## src/rtl/fxdiv_pkg.sv

```systemverilog
package fxdiv_pkg;
    typedef enum logic [1:0] {
        ST_IDLE   = 2'd0,
        ST_RUN    = 2'd1,
        ST_FINISH = 2'd2
    } fxdiv_state_e;
endpackage

```

## src/rtl/fxdiv_prep.sv

```systemverilog
// Operand conditioning: magnitudes, signs, scaled and biased numerator.
module fxdiv_prep #(
    parameter int W    = 8,
    parameter int FRAC = 3
) (
    input  logic [W-1:0]   dividend,
    input  logic [W-1:0]   divisor,
    output logic [2*W-1:0] num,
    output logic [W-1:0]   dmag,
    output logic           neg,
    output logic           dvd_neg,
    output logic           zero
);
    localparam int DW = 2 * W;

    logic [W-1:0] xmag;

    always_comb begin
        dvd_neg = dividend[W-1];
        xmag    = dividend[W-1] ? (~dividend + 1'b1) : dividend;
        dmag    = divisor[W-1]  ? (~divisor + 1'b1)  : divisor;
        neg     = dividend[W-1] ^ divisor[W-1];
        zero    = (divisor == '0);
        num     = ({{W{1'b0}}, xmag} << FRAC) + DW'(dmag >> 1);
    end
endmodule

```

## src/rtl/fxdiv_step.sv

```systemverilog
// One restoring shift-subtract step.
module fxdiv_step #(
    parameter int W = 8
) (
    input  logic [W-1:0] rem,
    input  logic         in_bit,
    input  logic [W-1:0] dmag,
    output logic [W-1:0] rem_nx,
    output logic         q_bit
);
    logic [W:0] trial;
    logic [W:0] diff;

    always_comb begin
        trial  = {rem, in_bit};
        diff   = trial - {1'b0, dmag};
        q_bit  = (trial >= {1'b0, dmag});
        rem_nx = q_bit ? diff[W-1:0] : trial[W-1:0];
    end
endmodule

```

## src/rtl/fxdiv_pack.sv

```systemverilog
// Sign restoration, word truncation and zero-divisor extreme code.
module fxdiv_pack #(
    parameter int W = 8
) (
    input  logic [W-1:0] qmag,
    input  logic         neg,
    input  logic         dz,
    input  logic         dvd_neg,
    output logic [W-1:0] res
);
    localparam logic [W-1:0] POS_EXT = {1'b0, {(W-1){1'b1}}};
    localparam logic [W-1:0] NEG_EXT = {1'b1, {(W-1){1'b0}}};

    always_comb begin
        if (dz)
            res = dvd_neg ? NEG_EXT : POS_EXT;
        else
            res = neg ? (~qmag + 1'b1) : qmag;
    end
endmodule

```

## src/rtl/fxq_round_div.sv

```systemverilog
module fxq_round_div #(
    parameter int W    = 8,
    parameter int FRAC = 3
) (
    input  logic         clk,
    input  logic         rst_n,
    input  logic         start,
    input  logic [W-1:0] dividend,
    input  logic [W-1:0] divisor,
    output logic         busy,
    output logic         done,
    output logic [W-1:0] quotient,
    output logic         div_zero
);
    import fxdiv_pkg::*;

    localparam int DW = 2 * W;
    localparam int CW = $clog2(DW + 1);
    localparam logic [CW-1:0] LAST = CW'(DW - 1);

    fxdiv_state_e state_q, state_d;

    logic [DW-1:0] num_q;
    logic [W-1:0]  rem_q;
    logic [W-1:0]  dmag_q;
    logic          neg_q;
    logic [CW-1:0] cnt_q;
    logic [W-1:0]  quot_q;
    logic          dz_q;

    logic [DW-1:0] p_num;
    logic [W-1:0]  p_dmag;
    logic          p_neg, p_dvd_neg, p_zero;
    logic [W-1:0]  s_rem;
    logic          s_qbit;
    logic [W-1:0]  k_res;
    logic          accept;

    fxdiv_prep #(.W(W), .FRAC(FRAC)) u_prep (
        .dividend (dividend),
        .divisor  (divisor),
        .num      (p_num),
        .dmag     (p_dmag),
        .neg      (p_neg),
        .dvd_neg  (p_dvd_neg),
        .zero     (p_zero)
    );

    fxdiv_step #(.W(W)) u_step (
        .rem    (rem_q),
        .in_bit (num_q[DW-1]),
        .dmag   (dmag_q),
        .rem_nx (s_rem),
        .q_bit  (s_qbit)
    );

    fxdiv_pack #(.W(W)) u_pack (
        .qmag    ({num_q[W-2:0], s_qbit}),
        .neg     (neg_q),
        .dz      (state_q == ST_IDLE),
        .dvd_neg (p_dvd_neg),
        .res     (k_res)
    );

    assign accept = (state_q == ST_IDLE) && start;

    // state register
    always_ff @(posedge clk or negedge rst_n) begin
        if (!rst_n)
            state_q <= ST_IDLE;
        else
            state_q <= state_d;
    end

    // transitions
    always_comb begin
        state_d = state_q;
        unique case (state_q)
            ST_IDLE:   if (start) state_d = p_zero ? ST_FINISH : ST_RUN;
            ST_RUN:    if (cnt_q == LAST) state_d = ST_FINISH;
            ST_FINISH: state_d = ST_IDLE;
            default:   state_d = ST_IDLE;
        endcase
    end

    // outputs
    always_comb begin
        busy     = (state_q != ST_IDLE);
        done     = (state_q == ST_FINISH);
        quotient = quot_q;
        div_zero = dz_q;
    end

    // datapath
    always_ff @(posedge clk or negedge rst_n) begin
        if (!rst_n) begin
            num_q  <= '0;
            rem_q  <= '0;
            dmag_q <= '0;
            neg_q  <= 1'b0;
            cnt_q  <= '0;
            quot_q <= '0;
            dz_q   <= 1'b0;
        end else begin
            if (accept) begin
                num_q  <= p_num;
                rem_q  <= '0;
                dmag_q <= p_dmag;
                neg_q  <= p_neg;
                cnt_q  <= '0;
            end else if (state_q == ST_RUN) begin
                num_q <= {num_q[DW-2:0], s_qbit};
                rem_q <= s_rem;
                cnt_q <= cnt_q + 1'b1;
            end
            if (state_d == ST_FINISH && state_q != ST_FINISH) begin
                quot_q <= k_res;
                dz_q   <= (state_q == ST_IDLE);
            end
        end
    end
endmodule

```

## config.mk

```make
export PLATFORM = sky130hd
export DESIGN_NAME = fxq_round_div
export DESIGN_NICKNAME = d
export VERILOG_FILES = /design/src/rtl/fxdiv_pkg.sv /design/src/rtl/fxdiv_prep.sv /design/src/rtl/fxdiv_step.sv /design/src/rtl/fxdiv_pack.sv /design/src/rtl/fxq_round_div.sv
export SDC_FILE = /design/constraint.sdc
export NUM_CORES = 1
export LEC_CHECK = 0
export BUFFER_PORTS_ARGS = -buffer_cell sky130_fd_sc_hd__buf_2
export CAP_MARGIN = 40
export CORE_ASPECT_RATIO = 0.7
export CORE_UTILIZATION = 60
export CTS_BUF_LIST = sky130_fd_sc_hd__clkbuf_8
export CTS_CLUSTER_SIZE = 8
export DETAILED_ROUTE_END_ITERATION = 10
export GPL_TIMING_DRIVEN = 0
export HOLD_SLACK_MARGIN = 0.15
export PLACE_DENSITY = 0.88
export SLEW_MARGIN = 20
export SYNTH_ARGS = -nofsm -noshare
export SYNTH_HDL_FRONTEND = slang
export SYNTH_SLANG_ARGS = --single-unit
```

## constraint.sdc

```tcl
create_clock -name clk -period 3.1 [get_ports clk]
set_input_delay 0.62 -clock clk [delete_from_list [all_inputs] [get_ports clk]]
set_output_delay 0.62 -clock clk [all_outputs]
set_load 0.05 [all_outputs]
```

Word-level counts from Yosys, hierarchy flattened
Index checks and enable logic that the tools add are counted.
{"block": "totals", "ff_bits": 49, "output_inout_bits": 11, "wordCells": 46}
{"block": "op_classes", "addsub": 6, "order_cmp": 1, "n_eq_ne": 5, "muxes": 16, "bitwise": 4, "reduce_logical": 6}
{"op": "2-to-1 mux 8 bit", "n": 8}
{"op": "2-to-1 mux 16 bit", "n": 2}
{"op": "adder 8 x 1 -> 8 bit, second input constant", "n": 3}
{"op": "inverter 8 bit", "n": 3}
{"op": "adder 11 x 7 -> 12 bit", "n": 1}
{"op": "2-to-1 mux 5 bit", "n": 2}
{"op": ">= comparator 9 x 8 -> 1 bit", "n": 1}
{"op": "zero test 8 bit", "n": 1}
{"op": "subtractor 8 bit", "n": 1}
{"op": "2-to-1 mux 2 bit", "n": 3}
{"op": "adder 5 x 1 -> 5 bit, second input constant", "n": 1}
{"op": "== test 5 x 4 -> 1 bit, second input constant", "n": 1}
{"op": "== test 2 bit, second input constant", "n": 2}
{"op": "one-hot mux 2 bit (2 select lines)", "n": 1}
{"op": "nonzero test 2 bit", "n": 2}
{"op": "== test 2 x 1 -> 1 bit, second input constant", "n": 1}
{"op": "logical AND 1 bit", "n": 2}
{"op": "zero test 2 bit", "n": 1}
{"op": "inequality test 2 bit, second input constant", "n": 1}
{"op": "XOR 1 bit", "n": 1}

Depth between registers and ports, before layout
{"block": "logic_depth", "word_depth": 6, "mapped_depth": 14, "depth_no_buf": 14}

By module
A second synthesis with hierarchy kept.
{"block": "unflattened", "hier_cells": 395, "hier_area_um2": 3528.4}
{"module": "fxq_round_div", "instances": 1, "cells_per_inst": 198, "area_each_um2": 2050.7, "seq_area_each_um2": 1226.2}
{"module": "fxdiv_prep", "instances": 1, "cells_per_inst": 86, "area_each_um2": 641.9, "seq_area_each_um2": 0.0}
{"module": "fxdiv_step", "instances": 1, "cells_per_inst": 66, "area_each_um2": 539.3, "seq_area_each_um2": 0.0}
{"module": "fxdiv_pack", "instances": 1, "cells_per_inst": 45, "area_each_um2": 296.5, "seq_area_each_um2": 0.0}

Worst setup path after synthesis
No wires, ideal clock.
{"block": "synth_timing", "kind": "input -> register", "start": "in divisor[7]", "end": "reg num_q[10]", "setup_time_ps": 69, "arrival_ps": 2577, "t_required_ps": 3031, "path_slack_ps": 454, "stages": 11, "cell_sequence": "clkbuf_1 -> a21boi_0 -> xnor2_1 -> inv_1 -> ha_1 -> a21o_1 -> a21oi_1 -> nor2b_1 -> o21a_1 -> or4b_1 -> nand3_1"}
{"element": "from (decl)", "line_no": "fxq_round_div.sv:9", "text": "input logic [W-1:0] divisor,"}
{"element": "2-to-1 mux 8 bit", "line_no": "fxdiv_prep.sv:21", "text": "dmag = divisor[W-1] ? (~divisor + 1'b1) : divisor;"}
{"element": "named net p_dmag[5]", "line_no": "fxq_round_div.sv:32", "text": "logic [W-1:0] p_dmag;"}
{"element": "adder 11 x 7 -> 12 bit", "line_no": "fxdiv_prep.sv:24", "text": "num = ({{W{1'b0}}, xmag} << FRAC) + DW'(dmag >> 1);"}
{"element": "2-to-1 mux 16 bit", "line_no": "fxq_round_div.sv:105", "text": "if (accept) begin"}
{"element": "to (signal assigned)", "line_no": "fxq_round_div.sv:106", "text": "num_q <= p_num;"}
{"element": "to (signal assigned)", "line_no": "fxq_round_div.sv:112", "text": "num_q <= {num_q[DW-2:0], s_qbit};"}
{"element": "to (decl)", "line_no": "fxq_round_div.sv:23", "text": "logic [DW-1:0] num_q;"}
The timed path passes the listed nets, and every way through them passes these cells.
A chain may end at the register's enable or synchronous reset.

Final worst setup path
{"block": "layout_timing", "start": "reg rem_q[3]", "end": "reg quot_q[4] (netlist: quotient[4])"}
{"block": "layout_between", "elab_chain_len": 5}
{"element": "from (decl)", "line_no": "fxq_round_div.sv:24", "text": "logic [W-1:0] rem_q;"}
{"element": "from (signal assigned)", "line_no": "fxq_round_div.sv:113", "text": "rem_q <= s_rem;"}
{"element": ">= comparator 9 x 8 -> 1 bit", "line_no": "fxdiv_step.sv:17", "text": "q_bit = (trial >= {1'b0, dmag});"}
{"element": "inverter 8 bit", "line_no": "fxdiv_pack.sv:18", "text": "res = neg ? (~qmag + 1'b1) : qmag;"}
{"element": "adder 8 x 1 -> 8 bit", "line_no": "fxdiv_pack.sv:18"}
{"element": "2-to-1 mux 8 bit", "line_no": "fxdiv_pack.sv:18"}
{"element": "2-to-1 mux 8 bit", "line_no": "fxdiv_pack.sv:15", "text": "if (dz)"}
{"element": "to (signal assigned)", "line_no": "fxq_round_div.sv:117", "text": "quot_q <= k_res;"}
{"element": "to (decl)", "line_no": "fxq_round_div.sv:28", "text": "logic [W-1:0] quot_q;"}
No other way between the ends.

==> flow_summary.yaml <==
worst_setup_path:
  timing.critical_path.arrival_ps: 3080
  path_buf_inv: 2
  rr_endpoint: "quotient[4]"
  worstSetupEndpoint: "quotient[4]"
  reg2reg_from: "rem_q[3]"
  timing.critical_path.depth: 13
  worstSetupEndpointType: "flop"
  crit_path_top_delay_cell: "sky130_fd_sc_hd__dfrtp_1"
  critical_path.cell_chain: "ha_1 > a21o_1 > a31o_1 > o221a_4 > nand2b_2 > buf_6 > inv_4 > ha_1 > nand2b_1 > o21ai_0 > xnor2_1 > o21ai_0 > o21ai_1"
  timing.critical_path.required_ps: 3350
  maximum_fanout_along_the_worst_path: 10
  cp-startpoint: "rem_q[3]"
  critPathLaunchType: "flop"
  critical_path_class: "reg2reg"
  largest_stage_delay_worst_path_ps: 410
  worst-r2r-cell-count: 13
  critPathTopFamily: "compound AO/OA/AOI/OAI gates"
  setup.reg_to_reg.worst_slack_ps: 270
global_route:
  first_global_vias: 2585
  globalRoute.totalOverflow: 0
  grt_first_pass_wirelength_mm: 12.22
  groute.usage.overall_pct: 28.97
  antenna_found_initial: 0
  grt_start_max_net_pins: 32
clock_network:
  cts.hold.buffers_added: 0
  clk-insertion-delay-late_ps: 320
  cts.repair_timing.setup_buffer_count: 0
  cts.reportedPaths.clkPinSlew_ps: 100
  post_cts_resize_count: 0
  clock_path_buffers: 2
  cts_max_level: 2
  cts_tree: "built"
  cts-root-buf: "sky130_fd_sc_hd__clkbuf_8"
  cts.sinks: 49
  cts_buffers: 5
run:
  max_capacitance_violation_total: 0
finish:
  fillCellCount: 388
  syn2layout_area_growth_pct: 10.77
  finalCoreUtilization_pct: 70.66
  diodes: 0
  fin_nets: 417
  drive_gt1_share_pct: 13.16
die:
  floorplan.io_pins: 30
  core_area_um2: 4861
  floorplan.die_area_um2: 5464
  die_w_um: 87.92
  floorplan.initialDensity_pct: 63.78
  number_of_core_rows: 21
  fp.dieH_um: 62.15
timing:
  max_slew.worst_pin.slew_ps: 583.3
  period_share_pct: 91.22
  totalNegativeSetupSlack_ps: 0
  report.final.slew_viol_count: 0
  finalHoldWorstSlack_ps: 227.9
  timing.final.crit_period_ps: 2828
  setup_viol: 0
  slew_headroom_pct: 61.11
  timing.fmax_mhz: 353.6
  layout_setup_ws_ps: 272.2
  final_hold_viol_count: 0
  rsz0062_at_grt: "no"
  clock_tree_skew_after_final_layout_ps: 12.26
synth:
  synth_nets: 381
  synth.yosys.seq_area_share_pct: 39.55
  synth.yosys.warnings: 0
  synth_enable_flop_cells: 0
  post_synth.cell_area_avg_um2: 9.039
  yosys_most_used_dff: "sky130_fd_sc_hd__dfrtp_1"
  yosys.area.top_type_share_pct: 39.55
  syn_inst: 343
  ys_ff_latch: 49
  yosysUniqueCellTypes: 58
  post_synth_main_area_contributors: "sky130_fd_sc_hd__dfrtp_1 40%, sky130_fd_sc_hd__ha_1 6.9%, sky130_fd_sc_hd__o21ai_0 5.5%"
  synth_area_leader_cell: "sky130_fd_sc_hd__dfrtp_1"
  netlist_area_pre_place_um2: 3100
  share_of_synthesized_flip_flops_with_an_asynchronous_set_or_reset_pct: 100.0
drt:
  routed-via-count: 2700
  dr_wl_cell_um: 16.25
  starting_drc_count_in_detailed_routing: 242
  via_per_inst: 6.013
  drc: 0
  detail_route.first_pass.iterations: 5
  final_antenna_net_count: 0
  wl_mm: 7.298
placement:
  dp_worst_setup_slack_ps: 103.3
  numPortBuffers: 28
  place.gp.congestion: 0.9111
  dp.final_hpwl_mm: 5.483
power_and_ir_drop:
  power.density_cell_area_nw_per_um2: 1092
  vdd.ir_drop.worst_mv: 0.4471
  leakage_nw: 1.571
worst_hold_path:
  hold_path_class: "in2async"
status:
  run_status: "completed"
[routing by layer]
metal  vias up  global-route usage, %  routed length [um]
li1       1275                      -                   -
met1      1297                  41.14                3369
met2       118                  44.57                3295
met3        10                  6.250                 556
met4         0                  7.992                  76
met5         -                      0                   0
[how the worst min path moves through the flow]
stage          cells after the start  slack, ps         to       from
6_report                           1        230   cnt_q[0]      rst_n
4_1_cts                            1        250   cnt_q[0]      rst_n
3_3_place_gp                       2        450   div_zero   div_zero
3_5_place_dp                       2        460  num_q[15]  num_q[14]
5_1_grt                            1        270   cnt_q[0]      rst_n
2_1_floorplan                      0        320   cnt_q[0]      rst_n
[synth_stat cells, types with 5 or more instances]
cell type	number
sky130_fd_sc_hd__nor2_1	18
sky130_fd_sc_hd__o21ai_0	34
sky130_fd_sc_hd__nand3_1	16
sky130_fd_sc_hd__xnor2_1	13
sky130_fd_sc_hd__xor2_1	10
sky130_fd_sc_hd__o21a_1	5
sky130_fd_sc_hd__nor2b_1	8
sky130_fd_sc_hd__a21oi_1	7
sky130_fd_sc_hd__a21o_1	6
sky130_fd_sc_hd__inv_1	19
sky130_fd_sc_hd__ha_1	17
sky130_fd_sc_hd__o21ai_1	6
sky130_fd_sc_hd__nand2b_1	8
sky130_fd_sc_hd__nand2_1	45
sky130_fd_sc_hd__dfrtp_1	49
sky130_fd_sc_hd__clkbuf_1	13
[registers in the layout, indices dropped and copies added, names as in the netlist]
| register | flops |
|---|---|
| num_q | 16 |
| dmag_q | 8 |
| quotient | 8 |
| rem_q | 8 |
| cnt_q | 5 |
| state_q | 2 |
| div_zero | 1 |
| neg_q | 1 |
[cells by family after synthesis]
group / after synthesis / synth area share, %
AOI/OAI and AO/OA: 90 / 19.29
adders and majority gates: 19 / 8.152
muxes: 5 / 1.655
buffers and inverters: 38 / 5.408
DFF: 49 / 39.55
and+or+nand+nor: 119 / 19.45
xor gates and xnor gates: 23 / 6.497
[layout make-up]
class,count,area [um2],share of cell area (%)
clock inverters,3,18.77,0.5464
plain buffers,17,81.33,2.368
inverters,21,86.33,2.514
clock buffers,5,68.82,2.004
multi-input cells,256,1707,49.69
well taps,69,86.33,2.514
flip-flops and latches,49,1226,35.70
repair buffers,29,160.2,4.663
[layout by cell type (no fill, tap or decap), drive strengths merged, types with 4 or more instances in the layout]
cell type	n
nand3	16
o21ai	40
nand2b	9
o21a	5
inv	21
dfrtp	49
nor2b	8
a21oi	8
xor2	10
a22oi	4
ha	17
a221o	4
xnor2	13
a21o	6
nor3	4
clkbuf	18
nand2	45
mux2i	4
o41ai	4
nor2	19
buf	33
[report_power, final]
part	total (mW)	internal, mW	switching, mW
registers	1.20	0.950	0.246
clock network	0.390	0.156	0.233
logic	2.16	0.856	1.31
[per-stage QoR]
step | cell area (um2) | power (mW) | cells
2_1_floorplan | 3100 | 2.802 | 343
3_3_place_gp | 3327 | 3.217 | 440
3_5_place_dp | 3347 | 3.321 | 441
4_1_cts | 3435 | 3.717 | 449
5_1_grt | 3435 | 4.027 | 449
6_report | 3435 | 3.750 | 449
(Power assumes the default switching activity.)
